File: src/rtl/creg_pkg.sv
package creg_pkg;

   // Register numbers; the slot groups are decoded from bits 4:2.
   typedef enum logic [4:0] {
      CSR_IE   = 5'h00,
      CSR_IM   = 5'h01,
      CSR_IP   = 5'h02,
      CSR_ICC  = 5'h03,
      CSR_DCC  = 5'h04,
      CSR_CC   = 5'h05,
      CSR_CFG  = 5'h06,
      CSR_EBA  = 5'h07,
      CSR_DC   = 5'h08,
      CSR_DEBA = 5'h09
   } csr_id_e;

   localparam int         MAX_SLOTS = 4;
   localparam int         SLOT_W    = $clog2(MAX_SLOTS);
   localparam logic [2:0] BP_GROUP  = 3'b100;
   localparam logic [2:0] WP_GROUP  = 3'b110;

   typedef enum logic [1:0] {
      WM_OFF   = 2'd0,
      WM_READ  = 2'd1,
      WM_WRITE = 2'd2,
      WM_BOTH  = 2'd3
   } wmode_e;

endpackage

File: src/rtl/creg_irq.sv
module creg_irq #(
   parameter int IRQ_W = 32
) (
   input  logic             clk,
   input  logic             rst_n,
   input  logic             wr_ie,
   input  logic             wr_im,
   input  logic             wr_ip,
   input  logic [31:0]      wdata,
   input  logic [IRQ_W-1:0] irq_in,
   output logic [2:0]       ie,
   output logic [IRQ_W-1:0] im,
   output logic [IRQ_W-1:0] ip,
   output logic             irq_req
);

   logic [2:0]       ie_q;
   logic [IRQ_W-1:0] im_q;
   logic [IRQ_W-1:0] ip_q;
   logic [IRQ_W-1:0] clr_mask;
   logic             unused_wd;

   assign unused_wd = ^wdata;
   assign clr_mask  = wr_ip ? wdata[IRQ_W-1:0] : '0;

   always_ff @(posedge clk) begin
      if (!rst_n) begin
         ie_q <= '0;
         im_q <= '0;
         ip_q <= '0;
      end else begin
         if (wr_ie) ie_q <= wdata[2:0];
         if (wr_im) im_q <= wdata[IRQ_W-1:0];
         // set beats clear when both hit one bit
         ip_q <= (ip_q & ~clr_mask) | irq_in;
      end
   end

   assign ie      = ie_q;
   assign im      = im_q;
   assign ip      = ip_q;
   assign irq_req = ie_q[0] & (|(ip_q & im_q));

   // pending bits only fall through a write to the pending register
   a_r4_ip_sticky : assert property (@(posedge clk) disable iff (!rst_n)
      !wr_ip |=> (($past(ip_q) & ~ip_q) == '0))
      else $error("pending bit dropped without a clear");

   // a clear with no incoming level leaves the written bits at zero
   a_r4_ip_clear : assert property (@(posedge clk) disable iff (!rst_n)
      (wr_ip && irq_in == '0) |=> ((ip_q & $past(wdata[IRQ_W-1:0])) == '0))
      else $error("write-one-to-clear failed");

endmodule

File: src/rtl/creg_bkpt.sv
module creg_bkpt
   import creg_pkg::*;
#(
   parameter int NUM = 4
) (
   input  logic              clk,
   input  logic              rst_n,
   input  logic              wr_en,
   input  logic [SLOT_W-1:0] slot,
   input  logic [31:0]       wdata,
   input  logic [31:0]       fetch_pc,
   output logic              hit
);

   logic unused_in;
   assign unused_in = ^{fetch_pc[1:0], wdata[1], clk, rst_n, wr_en, slot};

   if (NUM > 0) begin : g_on
      logic [NUM-1:0] match;
      logic [NUM-1:0] armed;

      for (genvar i = 0; i < NUM; i++) begin : g_slot
         logic [31:2] addr_q;
         logic        en_q;

         always_ff @(posedge clk) begin
            if (!rst_n) begin
               addr_q <= '0;
               en_q   <= 1'b0;
            end else if (wr_en && slot == SLOT_W'(i)) begin
               addr_q <= wdata[31:2];
               en_q   <= wdata[0];
            end
         end

         assign armed[i] = en_q;
         assign match[i] = en_q && (addr_q == fetch_pc[31:2]);
      end

      assign hit = |match;

      // a match can only come from a slot whose enable bit is set
      a_r8_needs_enable : assert property (@(posedge clk) disable iff (!rst_n)
         hit |-> (armed != '0))
         else $error("breakpoint hit with no slot enabled");
   end else begin : g_off
      assign hit = 1'b0;
   end

endmodule

File: src/rtl/creg_wpt.sv
module creg_wpt
   import creg_pkg::*;
#(
   parameter int NUM = 4
) (
   input  logic                   clk,
   input  logic                   rst_n,
   input  logic                   wr_en,
   input  logic [SLOT_W-1:0]      slot,
   input  logic [31:0]            wdata,
   input  logic [2*MAX_SLOTS-1:0] modes,
   input  logic [31:0]            data_addr,
   input  logic                   data_rd,
   input  logic                   data_wr,
   output logic                   hit
);

   logic unused_in;
   assign unused_in = ^{modes, wdata[1:0], data_addr[1:0], clk, rst_n, wr_en, slot};

   if (NUM > 0) begin : g_on
      logic [NUM-1:0] match;

      for (genvar i = 0; i < NUM; i++) begin : g_slot
         logic [31:2] addr_q;
         wmode_e      mode;
         logic        kind_ok;

         always_ff @(posedge clk) begin
            if (!rst_n)
               addr_q <= '0;
            else if (wr_en && slot == SLOT_W'(i))
               addr_q <= wdata[31:2];
         end

         assign mode = wmode_e'(modes[2*i +: 2]);

         always_comb begin
            case (mode)
               WM_READ:  kind_ok = data_rd;
               WM_WRITE: kind_ok = data_wr;
               WM_BOTH:  kind_ok = data_rd | data_wr;
               default:  kind_ok = 1'b0;
            endcase
         end

         assign match[i] = kind_ok && (addr_q == data_addr[31:2]);
      end

      assign hit = |match;
   end else begin : g_off
      assign hit = 1'b0;
   end

   // with no load or store on the bus no watchpoint can fire
   a_r9_quiet_bus : assert property (@(posedge clk) disable iff (!rst_n)
      !(data_rd || data_wr) |-> !hit)
      else $error("watchpoint hit without bus access");

endmodule

File: src/rtl/ctl_reg_bank.sv
module ctl_reg_bank
   import creg_pkg::*;
#(
   parameter int NUM_BP   = 4,
   parameter int NUM_WP   = 4,
   parameter int IRQ_W    = 32,
   parameter int BASE_LSB = 8
) (
   input  logic             clk,
   input  logic             rst_n,
   input  logic [4:0]       csr_sel,
   input  logic             csr_rd,
   input  logic             csr_wr,
   input  logic [31:0]      csr_wdata,
   output logic [31:0]      csr_rdata,
   output logic             csr_illegal,
   input  logic [IRQ_W-1:0] irq_in,
   output logic             irq_req,
   input  logic [31:0]      fetch_pc,
   input  logic [31:0]      data_addr,
   input  logic             data_rd,
   input  logic             data_wr,
   output logic             dbg_hit
);

   localparam logic [31:0] CFG_WORD = {24'd0, 4'(NUM_WP), 4'(NUM_BP)};

   if (NUM_BP < 0 || NUM_BP > MAX_SLOTS) begin : g_bad_bp
      $error("NUM_BP must be 0..4");
   end
   if (NUM_WP < 0 || NUM_WP > MAX_SLOTS) begin : g_bad_wp
      $error("NUM_WP must be 0..4");
   end
   if (IRQ_W < 1 || IRQ_W > 32) begin : g_bad_irq
      $error("IRQ_W must be 1..32");
   end
   if (BASE_LSB < 1 || BASE_LSB > 31) begin : g_bad_base
      $error("BASE_LSB must be 1..31");
   end

   // ---------------- access decode ----------------
   logic [SLOT_W-1:0] slot;
   logic              in_bp, in_wp;
   logic              rd_ok, wr_ok, wr_go;

   assign slot  = csr_sel[SLOT_W-1:0];
   assign in_bp = (csr_sel[4:2] == BP_GROUP);
   assign in_wp = (csr_sel[4:2] == WP_GROUP);

   always_comb begin
      rd_ok = 1'b0;
      wr_ok = 1'b0;
      case (csr_sel)
         CSR_IE, CSR_IM, CSR_IP, CSR_EBA, CSR_DC, CSR_DEBA: begin
            rd_ok = 1'b1;
            wr_ok = 1'b1;
         end
         CSR_ICC, CSR_DCC: wr_ok = 1'b1;
         CSR_CC, CSR_CFG:  rd_ok = 1'b1;
         default: begin
            if (in_bp && 32'(slot) < NUM_BP) wr_ok = 1'b1;
            if (in_wp && 32'(slot) < NUM_WP) wr_ok = 1'b1;
         end
      endcase
   end

   assign csr_illegal = (csr_rd & ~rd_ok) | (csr_wr & ~wr_ok);
   assign wr_go       = csr_wr & ~csr_illegal;

   // ---------------- local registers ----------------
   logic [31:0]         cc_q;
   logic [31:BASE_LSB]  eba_q, deba_q;
   logic [31:0]         dc_q;

   always_ff @(posedge clk) begin
      if (!rst_n) begin
         cc_q   <= '0;
         eba_q  <= '0;
         deba_q <= '0;
         dc_q   <= '0;
      end else begin
         cc_q <= cc_q + 32'd1;
         if (wr_go && csr_sel == CSR_EBA)  eba_q  <= csr_wdata[31:BASE_LSB];
         if (wr_go && csr_sel == CSR_DEBA) deba_q <= csr_wdata[31:BASE_LSB];
         if (wr_go && csr_sel == CSR_DC)   dc_q   <= csr_wdata;
      end
   end

   // ---------------- interrupt state ----------------
   logic [2:0]       ie;
   logic [IRQ_W-1:0] im, ip;

   creg_irq #(.IRQ_W(IRQ_W)) u_irq (
      .clk     (clk),
      .rst_n   (rst_n),
      .wr_ie   (wr_go && csr_sel == CSR_IE),
      .wr_im   (wr_go && csr_sel == CSR_IM),
      .wr_ip   (wr_go && csr_sel == CSR_IP),
      .wdata   (csr_wdata),
      .irq_in  (irq_in),
      .ie      (ie),
      .im      (im),
      .ip      (ip),
      .irq_req (irq_req)
   );

   // ---------------- debug comparators ----------------
   logic bp_hit, wp_hit, hit_q;

   creg_bkpt #(.NUM(NUM_BP)) u_bkpt (
      .clk      (clk),
      .rst_n    (rst_n),
      .wr_en    (wr_go && in_bp),
      .slot     (slot),
      .wdata    (csr_wdata),
      .fetch_pc (fetch_pc),
      .hit      (bp_hit)
   );

   creg_wpt #(.NUM(NUM_WP)) u_wpt (
      .clk       (clk),
      .rst_n     (rst_n),
      .wr_en     (wr_go && in_wp),
      .slot      (slot),
      .wdata     (csr_wdata),
      .modes     (dc_q[2*MAX_SLOTS-1:0]),
      .data_addr (data_addr),
      .data_rd   (data_rd),
      .data_wr   (data_wr),
      .hit       (wp_hit)
   );

   always_ff @(posedge clk) begin
      if (!rst_n) hit_q <= 1'b0;
      else        hit_q <= bp_hit | wp_hit;
   end

   assign dbg_hit = hit_q;

   // ---------------- read path ----------------
   logic [31:0] rd_val;

   always_comb begin
      case (csr_sel)
         CSR_IE:   rd_val = 32'(ie);
         CSR_IM:   rd_val = 32'(im);
         CSR_IP:   rd_val = 32'(ip);
         CSR_CC:   rd_val = cc_q;
         CSR_CFG:  rd_val = CFG_WORD;
         CSR_EBA:  rd_val = {eba_q,  {BASE_LSB{1'b0}}};
         CSR_DEBA: rd_val = {deba_q, {BASE_LSB{1'b0}}};
         CSR_DC:   rd_val = dc_q;
         default:  rd_val = '0;
      endcase
   end

   assign csr_rdata = (csr_rd && !csr_illegal) ? rd_val : '0;

   // the counter steps by exactly one per edge
   a_r6_cc_step : assert property (@(posedge clk) disable iff (!rst_n)
      rst_n |=> (cc_q == $past(cc_q) + 32'd1))
      else $error("cycle counter skipped");

   // a refused write leaves the exception base alone
   a_r3_bad_wr_keeps_base : assert property (@(posedge clk) disable iff (!rst_n)
      (csr_wr && csr_illegal) |=> $stable(eba_q))
      else $error("illegal write changed state");

   // a refused read returns zero
   a_r3_bad_rd_zero : assert property (@(posedge clk) disable iff (!rst_n)
      (csr_rd && csr_illegal) |-> (csr_rdata == 32'd0))
      else $error("illegal read returned data");

   // the hit output is never held longer than its cause
   a_r8_hit_pulse : assert property (@(posedge clk) disable iff (!rst_n)
      (!bp_hit && !wp_hit) |=> !dbg_hit)
      else $error("debug hit without a match");

endmodule

File: config.mk
export PLATFORM = sky130hd
export DESIGN_NAME = ctl_reg_bank
export DESIGN_NICKNAME = d
export VERILOG_FILES = /design/src/rtl/creg_pkg.sv /design/src/rtl/creg_irq.sv /design/src/rtl/creg_bkpt.sv /design/src/rtl/creg_wpt.sv /design/src/rtl/ctl_reg_bank.sv
export SDC_FILE = /design/constraint.sdc
export NUM_CORES = 1
export LEC_CHECK = 0
export BUFFER_PORTS_ARGS = -buffer_cell sky130_fd_sc_hd__buf_4
export CAP_MARGIN = 40
export CORE_UTILIZATION = 50
export CTS_CLUSTER_DIAMETER = 40
export DETAILED_ROUTE_END_ITERATION = 7
export PLACE_DENSITY = 0.71
export SKIP_LAST_GASP = 1
export SYNTH_ARGS = -nofsm -noshare
export SYNTH_HDL_FRONTEND = slang
export SYNTH_SLANG_ARGS = --single-unit
File: constraint.sdc
create_clock -name clk -period 2 [get_ports clk]
set_input_delay 0.2 -clock clk [delete_from_list [all_inputs] [get_ports clk]]
set_output_delay 0.2 -clock clk [all_outputs]
set_load 0.02 [all_outputs]
==> results.sh, run 1 <==
export IMPL_switching_share=0.244
export IMPL_grt_pass1_wl_mm=103
export IMPL_p_int_mw=16.2
export IMPL_synth_edf_count=0
export IMPL_seqPwrFrac=0.403
export IMPL_fin_cells=2983
export IMPL_drc=0
export IMPL_insertion_delay_ps=600
export IMPL_synth_flop_cell="dfxtp_1"
export IMPL_grt_max_degree=108
export IMPL_drtAntennaViolNets=0
export IMPL_start_util=0.511
export IMPL_wl_per_cell_um=23.6
export IMPL_hold_class="in2reg"
export IMPL_synth_cells=2189
export IMPL_worstSetupPathType="reg2out"
export IMPL_synthTopCellsByArea="dfxtp_1 41%, mux2i_1 12%, nor2b_1 8.7%"
export IMPL_ys_types=42
export IMPL_peakVddDrop_mv=0.681
export IMPL_postSynthAreaPerCell_um2=9.34
export IMPL_drtIter0Drc=1564
export IMPL_gp_congestion=0.954
export IMPL_overflow=0
export IMPL_syn_to_final_growth_pct=28.3
export IMPL_async_flop_share=0
export IMPL_final_cell_mix="423 x dfxtp_1, 286 x nand2_1, 282 x nor2b_1, 245 x mux2i_1, 242 x buf_4"
export IMPL_min_period_over_period=1.15
export IMPL_path_max_fanout=3
export IMPL_synth_seq_cells=424
export IMPL_drt_total_wl_mm=70.5
export IMPL_synth_top_area_frac=0.415
export IMPL_path_clk_slew_ps=60
export IMPL_synth_area_mm2=0.0205
export IMPL_power_density_mw_per_mm2=816
export IMPL_endpoint_kind="primary output"
export IMPL_cts_sinks=424
export IMPL_grt_setup_unrepaired="true"
export IMPL_comb_power_share=0.083
export IMPL_track_usage=0.330
export IMPL_antenna_found_initial=2
export IMPL_vias=17100
export IMPL_dp_hpwl_mm=45.6
export IMPL_dp_cells=2795
export IMPL_final_common_cell="dfxtp_1"
export IMPL_slew_viol_final=0
export IMPL_power_leakage_nw=8.95
export IMPL_yosysSeqAreaShare=0.415
export IMPL_worstMarginPinSlew_ps=499
export IMPL_fp_dieH_um=204
export IMPL_io_pins=174
export IMPL_outcome="complete, but fails checks"
export IMPL_cap_viol_max_count=0
export IMPL_clock_path_buffers=3
export IMPL_min_period_ps=2310
export IMPL_htree_levels=2
export IMPL_violations="setup timing"
export IMPL_drive_gt1_frac=0.188
export IMPL_core_region_area_mm2=0.0400
export IMPL_required_ps=1800
export IMPL_vias_per_cell=5.73
export IMPL_yosys_warnings=0
export IMPL_synth_area_leader_cell="dfxtp_1"
export IMPL_finalHoldViolCount=0
export IMPL_arrival_ps=2110
export IMPL_drt_pass1_iterations=5
export IMPL_rows=73
export IMPL_final_setup_viol_count=1
export IMPL_setup_worst_path_start_class="register"
export IMPL_die_w_um=204
export IMPL_p_clk_frac=0.514
export IMPL_die_area_mm2=0.0417
export IMPL_skew_ps=14.7
export IMPL_cts_root_buf="clkbuf_16"
export IMPL_clock_fmax_ghz=0.433
export IMPL_netSwitchingPower_mw=5.23
export IMPL_max_slew_margin_rel=0.664
export IMPL_numCtsBuffers=57
export IMPL_tritoncts="built"
export IMPL_worst_slack_ps=-308
export IMPL_layout_nets=2549
export IMPL_port_buffers=169
export IMPL_synth_nets=2329
export IMPL_fin_util=0.656
export IMPL_grt_pass1_vias=17000
worst paths after layout:
path | endpoint | slack (ps) | cells after the start | from
hold reg to reg | deba_q[17] | 450 | 2 | deba_q[17]
setup reg to reg | cc_q[25] | 20 | 7 | cc_q[7]
hold / removal | u_irq.ie[2] | 150 | 4 | csr_wr
setup / recovery | irq_req | -310 | 6 | u_irq.im[21]
Yosys cell counts, types with 4 or more instances:
| cell | instances |
|---|---|
| nand3_1 | 19 |
| nor2b_1 | 283 |
| nand2_1 | 287 |
| nor3_1 | 7 |
| a22o_1 | 4 |
| nor2_1 | 13 |
| dfxtp_1 | 424 |
| and2_1 | 31 |
| and4_1 | 4 |
| a21oi_1 | 37 |
| nor4_4 | 5 |
| nor4_1 | 34 |
| a21boi_0 | 71 |
| mux2i_1 | 245 |
| xor2_1 | 103 |
| a31oi_1 | 27 |
| nand4_1 | 52 |
| clkbuf_1 | 119 |
| xnor2_1 | 167 |
| nand2b_1 | 5 |
| a221oi_1 | 4 |
| buf_6 | 20 |
| a21boi_1 | 46 |
| buf_2 | 52 |
| a22oi_1 | 99 |
power groups by stage:
stage	registers [mW]	logic, mW	clock network, mW
floorplan	8.77	0.816	0
global placement	8.80	1.54	0
detailed placement	8.80	1.56	0
CTS	8.62	1.70	11.1
global route	8.63	1.84	11.5
finish	8.62	1.77	11.0
logic make-up (layout without fill, tap and decap cells):
kind of cell,Yosys count,after routing,share of synthesized area
mux,245,245,0.120
flops,424,424,0.415
xor+xnor,270,270,0.116
compound gates,299,299,0.104
simple gates,756,756,0.198
other cells,0,2,0
buf+inv,194,461,0.0465
fa+ha+maj,1,1,0.000612
flip-flops by register name, summed over array words and instances (netlist names):
| name | flops |
|---|---|
| cc_q | 32 |
| dbg_hit | 1 |
| dc_q | 32 |
| deba_q | 24 |
| eba_q | 24 |
| u_bkpt.g_on.g_slot.addr_q | 120 |
| u_bkpt.g_on.g_slot.en_q | 4 |
| u_irq.ie | 3 |
| u_irq.im | 32 |
| u_irq.ip | 32 |
| u_wpt.g_on.g_slot.addr_q | 120 |
per-layer routing:
metal | GRT usage | share of wire
met1 | 0.418 | 0.41
met2 | 0.526 | 0.45
met3 | 0.0671 | 0.084
met5 | 0 | 0
met4 | 0.181 | 0.055
per-stage QoR:
stage	setup TNS [ps]	power, mW	worst slack [ps]	instance area [µm²]	hold WS [ps]
detailed placement	-34280	10.4	-275	23000	437
finish	-308	21.4	-308	26200	146
CTS	-1340	21.4	-285	25900	120
global route	-382	22.0	-353	26200	142
global placement	-32550	10.3	-265	23000	429
floorplan	0	9.58	14.0	21000	335
timing repair:
item	in CTS	in global routing
buffers inserted	2	3
resized for setup	16	30
gates cloned	3	6
hold buffers	66	0
setup endpoints to repair	14	41
hold endpoints to repair	165	0
pin swaps	4	18
final cells by class:
| type | instances | area [µm²] |
|---|---|---|
| antenna | 2 | 5.00 |
| sequential | 424 | 8490 |
| clock buffer | 67 | 1540 |
| fill | 3096 | 13800 |
| clock inverter | 39 | 528 |
| tap | 525 | 657 |
| timing repair buffer | 354 | 3360 |
| inverter | 1 | 3.75 |
| multi-input combinational | 1571 | 11700 |
worst max-delay path, cell delays in order, from the launching register on:
cell and delay, ps:
dfxtp_2 350, a22o_1 240, a221oi_2 190, buf_4 160, nand4_1 90, o31a_1 290
buf_4 170
Note: power is estimated with default switching activity, not from simulation.
==> run 2: changes to the inputs <==
GPL_TIMING_DRIVEN = 0   (was not set)
==> results.sh, run 2 (synthesis results as in run 1) <==
export IMPL_outcome="complete, but fails checks"
export IMPL_violations="hold timing, setup timing"
export IMPL_peakVddDrop_mv=0.733
export IMPL_rows=73
export IMPL_worst_slack_ps=-263
export IMPL_cts_root_buf="clkbuf_16"
export IMPL_drtIter0Drc=1905
export IMPL_tritoncts="built"
export IMPL_clock_path_buffers=3
export IMPL_endpoint_kind="primary output"
export IMPL_path_clk_slew_ps=60
export IMPL_die_w_um=204
export IMPL_r2r_start="u_bkpt.g_on.g_slot[0].addr_q[12]"
export IMPL_r2r_slack_ps=-30
export IMPL_rr_worst_depth=6
export IMPL_path_max_fanout=2
export IMPL_wl_per_cell_um=25.9
export IMPL_syn_to_final_growth_pct=30.0
export IMPL_final_cell_mix="411 x dfxtp_1, 285 x nand2_1, 283 x nor2b_1, 245 x mux2i_1, 167 x xnor2_1"
export IMPL_overflow=0
export IMPL_vias_per_cell=5.89
export IMPL_drt_total_wl_mm=79.5
export IMPL_power_density_mw_per_mm2=803
export IMPL_core_region_area_mm2=0.0400
export IMPL_worstMarginPinSlew_ps=921
export IMPL_setup_worst_path_start_class="register"
export IMPL_port_buffers=131
export IMPL_grt_max_degree=15
export IMPL_r2r_end="dbg_hit"
export IMPL_cts_sinks=424
export IMPL_numCtsBuffers=59
export IMPL_track_usage=0.380
export IMPL_drive_gt1_frac=0.185
export IMPL_fp_dieH_um=204
export IMPL_vias=18100
export IMPL_fin_setup_tns_ps=-460
export IMPL_required_ps=1800
export IMPL_clock_fmax_ghz=0.442
export IMPL_crit_start="u_irq.im[21]"
export IMPL_io_pins=174
export IMPL_insertion_delay_ps=610
export IMPL_final_setup_viol_count=10
export IMPL_hold_class="in2reg"
export IMPL_dp_cells=2848
export IMPL_gp_congestion=1.01
export IMPL_reg_top3="u_bkpt.g_on.g_slot.addr_q: 120 flops, u_wpt.g_on.g_slot.addr_q: 120 flops"
export IMPL_layout_nets=2640
export IMPL_whs_ps=-2.95
export IMPL_fin_cells=3071
export IMPL_power_leakage_nw=9.02
export IMPL_worstSetupPathType="reg2out"
export IMPL_dp_hpwl_mm=54.7
export IMPL_min_period_over_period=1.13
export IMPL_antenna_found_initial=3
export IMPL_cap_viol_max_count=0
export IMPL_grt_pass1_wl_mm=115
export IMPL_drt_pass1_iterations=6
export IMPL_htree_levels=2
export IMPL_grt_pass1_vias=17900
export IMPL_grt_setup_unrepaired="true"
export IMPL_arrival_ps=2060
export IMPL_die_area_mm2=0.0417
export IMPL_skew_ps=17.8
export IMPL_min_period_ps=2260
export IMPL_slew_viol_final=0
export IMPL_whs_path_depth=4
export IMPL_finalHoldViolCount=1
export IMPL_drc=0
export IMPL_start_util=0.511
export IMPL_max_slew_margin_rel=0.386
export IMPL_final_common_cell="dfxtp_1"
export IMPL_drtAntennaViolNets=0
export IMPL_crit_end="irq_req"
## run 2: cell type report
cell class	count	area, µm²
Clock buffer	73	1610
Buffer	190	1210
Sequential cell	424	8520
Multi-Input combinational cell	1571	11800
Inverter	1	3.75
Fill cell	3182	13400
Clock inverter	32	428
Tap cell	525	657
Timing Repair Buffer	253	2350
Antenna cell	2	5.00
## run 2: worst min-delay path by stage
stage / slack [ps] / startpoint / endpoint
2_1_floorplan: 330 / csr_wdata[1] / dc_q[1]
3_3_place_gp: 430 / irq_in[10] / u_irq.ip[10]
3_5_place_dp: 430 / irq_in[27] / u_irq.ip[27]
4_1_cts: 6 / csr_sel[1] / u_irq.ie[1]
5_1_grt: 20 / csr_sel[1] / u_irq.ie[1]
6_report: -3 / csr_sel[1] / u_irq.ie[1]
## run 2: through the flow
step / cell area, µm² / util / setup slack (ps) / hold slack, ps / power [mW]
CTS: 26400 / 0.661 / -279 / 5.78 / 21.3
global route: 26600 / 0.665 / -303 / 24.0 / 21.8
detailed placement: 22600 / 0.566 / -1000 / 432 / 10.4
floorplan: 21000 / - / 14.0 / 335 / 9.58
global placement: 22600 / 0.565 / -1080 / 427 / 10.3
finish: 26600 / 0.665 / -263 / -2.95 / 21.3
## run 2: worst max-delay path, cell delays in order, from the launching register on
cell      delay [ps]
dfxtp_4          350
a22o_1           240
a221oi_2         280
nand4_1          140
o31a_1           300
buf_6            150
## run 2: metal layers
metal	global-route usage	vias up	routed length [µm]
met1	0.486	8775	31700
met5	0	-	0
met4	0.223	0	5030
li1	-	8037	-
met2	0.592	1027	35000
met3	0.0765	261	7700
## run 2: where the power goes
group          internal (mW)  switching, mW
Combinational          0.748           1.09
Clock                   6.75           4.10
Sequential              8.54          0.131
Total                   16.0           5.31
## run 2: timing repair
item / in CTS / in global routing
hold buffers: 83 / 0
endpoints found under the hold margin: 84 / 0
cloned: 7 / 0
pin swaps: 30 / 25
setup endpoints to repair: 58 / 107
buffers inserted: 22 / 7
gates resized for setup: 147 / 47
==> run 3: changes to the inputs <==
ABC_AREA = 1   (was not set)
==> results.sh, run 3 <==
export IMPL_outcome="complete, but fails checks"
export IMPL_violations="setup timing"
export IMPL_final_cell_mix="1,048 x nand2_1, 856 x nor2_1, 430 x inv_1, 409 x dfxtp_1, 162 x buf_4"
export IMPL_vias=24200
export IMPL_endpoint_kind="primary output"
export IMPL_worstMarginPinSlew_ps=934
export IMPL_power_density_mw_per_mm2=866
export IMPL_insertion_delay_ps=600
export IMPL_drc=0
export IMPL_yosysSeqAreaShare=0.389
export IMPL_cts_sinks=424
export IMPL_r2r_start="u_bkpt.g_on.g_slot[3].addr_q[26]"
export IMPL_synth_edf_count=0
export IMPL_clock_fmax_ghz=0.484
export IMPL_multi_input_area_mm2=0.0114
export IMPL_postLayoutCellArea_mm2=0.0282
export IMPL_drtAntennaViolNets=0
export IMPL_synth_most_common_cell="nand2_1"
export IMPL_grt_pass1_wl_mm=130
export IMPL_path_max_fanout=3
export IMPL_setup_worst_path_start_class="register"
export IMPL_grt_max_degree=13
export IMPL_synth_area_leader_cell="dfxtp_1"
export IMPL_final_setup_viol_count=2
export IMPL_grt_setup_unrepaired="true"
export IMPL_antenna_found_initial=5
export IMPL_worst_slack_ps=-65.6
export IMPL_whs_path_depth=3
export IMPL_min_period_over_period=1.03
export IMPL_dp_cells=4336
export IMPL_die_w_um=211
export IMPL_drive_gt1_frac=0.124
export IMPL_synth_flop_cell="dfxtp_1"
export IMPL_die_area_mm2=0.0445
export IMPL_async_flop_share=0
export IMPL_finalHoldViolCount=0
export IMPL_synth_nets=3717
export IMPL_placed_cell_area_mm2=0.0240
export IMPL_fill_cells=3904
export IMPL_io_pins=174
export IMPL_grt_pass1_vias=22300
export IMPL_crit_chain="nand2_1 -> nand2_1 -> a221oi_2 -> nand2_1 -> nor3_2 -> a21oi_2 -> buf_6"
export IMPL_drt_pass1_iterations=8
export IMPL_synth_cells=3577
export IMPL_worst_path_most_repeated_cell="nand2_1"
export IMPL_dp_hpwl_mm=63.1
export IMPL_worstSetupPathType="reg2out"
export IMPL_htree_levels=3
export IMPL_start_util=0.507
export IMPL_final_common_cell="nand2_1"
export IMPL_fp_dieH_um=211
export IMPL_synthTopCellsByArea="dfxtp_1 39%, nand2_1 18%, nor2_1 15%"
export IMPL_track_usage=0.389
export IMPL_synth_top_area_frac=0.389
export IMPL_ys_types=34
export IMPL_synth_common_cells="1,062 x nand2_1, 870 x nor2_1, 436 x inv_1"
export IMPL_port_buffers=151
export IMPL_drt_total_wl_mm=87.6
export IMPL_fin_util=0.656
export IMPL_clock_path_buffers=3
export IMPL_numCtsBuffers=76
export IMPL_whs_ps=20.3
export IMPL_wl_per_cell_um=19.2
export IMPL_gp_congestion=0.988
export IMPL_rr_worst_depth=12
export IMPL_overflow=0
export IMPL_synth_seq_cells=424
export IMPL_seq_area_mm2=0.00851
export IMPL_path_buf_inv=1
export IMPL_vias_per_cell=5.31
export IMPL_cts_root_buf="clkbuf_16"
export IMPL_yosys_warnings=0
export IMPL_slowest_stage="dfxtp_2"
export IMPL_reg_top3="u_bkpt.g_on.g_slot.addr_q: 120 flops, u_wpt.g_on.g_slot.addr_q: 120 flops"
export IMPL_path_clk_slew_ps=60
export IMPL_hold_class="in2reg"
export IMPL_r2r_slack_ps=110
export IMPL_postSynthAreaPerCell_um2=6.10
export IMPL_fin_cells=4562
export IMPL_skew_ps=24.1
export IMPL_synth_area_mm2=0.0218
export IMPL_peakVddDrop_mv=0.612
export IMPL_whs_endpoint="u_bkpt.g_on.g_slot[0].en_q"
export IMPL_tritoncts="built"
export IMPL_drtIter0Drc=2639
export IMPL_core_region_area_mm2=0.0431
export IMPL_hold_start="csr_wdata[0]"
export IMPL_max_stage_delay_ps=360
export IMPL_power_leakage_nw=13.5
export IMPL_critPathTopFamily="simple AND/OR/NAND/NOR gates"
export IMPL_slew_viol_final=0
export IMPL_arrival_ps=1870
export IMPL_max_slew_margin_rel=0.377
export IMPL_syn_to_final_growth_pct=29.4
export IMPL_min_period_ps=2070
export IMPL_rows=76
export IMPL_required_ps=1800
export IMPL_r2r_end="dbg_hit"
export IMPL_cap_viol_max_count=0
export IMPL_layout_nets=4056
run 3: changes by cell type in the layout (fill, tap and decap cells not counted), moves of 37 or more:
cell,change
a21boi_0,-70
a21boi_1,-46
a21oi_1,+62
a22oi_1,-75
inv_1,+429
mux2i_1,-245
nand2_1,+763
nor2_1,+848
nor2b_1,-283
o21ai_0,+102
o21ai_1,+37
xnor2_1,-63
xor2_1,-89
run 3: worst max path at each step:
stage            startpoint  cells after the start       endpoint  slack, ps
2_1_floorplan    csr_sel[1]                     11  csr_rdata[12]         80
3_3_place_gp     csr_sel[0]                      8   csr_rdata[6]       -860
3_5_place_dp     csr_sel[0]                      8   csr_rdata[6]       -830
4_1_cts        u_irq.im[22]                      6        irq_req        -20
5_1_grt        u_irq.im[30]                      7        irq_req       -100
6_report       u_irq.ip[30]                      7        irq_req        -70
run 3: kinds of logic (layout without fill, tap and decap cells):
family,after synthesis,count (layout),synth area share
simple gates,2078,2078,0.372
xor+xnor,118,118,0.0474
flops,424,424,0.389
fa+ha+maj,1,1,0.000573
other cells,0,1,0
compound gates,323,323,0.0803
buf+inv,633,1032,0.110
run 3: layout make-up:
cell class,count,share of cell area
Buffer,189,0.0307
Inverter,443,0.0592
Tap cell,585,0.0259
Timing Repair Buffer,262,0.0810
Antenna cell,1,0.0000886
Sequential cell,424,0.301
Multi-Input combinational cell,2520,0.405
Clock inverter,41,0.0203
Clock buffer,97,0.0762
run 3: timing repair:
item / CTS / global route
setup buffers: 8 / 6
hold endpoints to repair: 84 / 0
resized for setup: 120 / 83
pin swaps: 11 / 19
hold buffers: 72 / 0
cloned: 1 / 0
setup endpoints to repair: 41 / 62
run 3: worst reg2reg max path: cells and delay by family, from the launching register on:
kind,cells,cell delay [ps]
AO/OA/AOI/OAI,1,230
buffers and inverters,2,120
flip-flops,1,330
AND/OR/NAND/NOR,9,1120
run 3: metrics by stage:
stage,TNS (ps),power (mW),setup WS (ps)
after floorplan,0,9.61,84.7
final,-78.4,24.5,-65.6
after global routing,-418,25.0,-102
after CTS,-30.1,24.3,-24.6
after global placement,-136060,10.4,-861
after detailed placement,-108350,10.5,-833
run 3: where the power goes:
group	switching, mW	leakage, nW	internal [mW]
clock	4.84	1.33	8.99
combinational	1.29	8.69	0.683
sequential	0.0938	3.43	8.57
total	6.23	13.5	18.2
run 3: routing by layer:
metal	routed length, µm	vias up	track usage
li1	-	11500	-
met1	34300	11000	0.500
met2	37500	1380	0.593
met3	9630	339	0.0745
met4	6120	6	0.259
met5	38	-	0
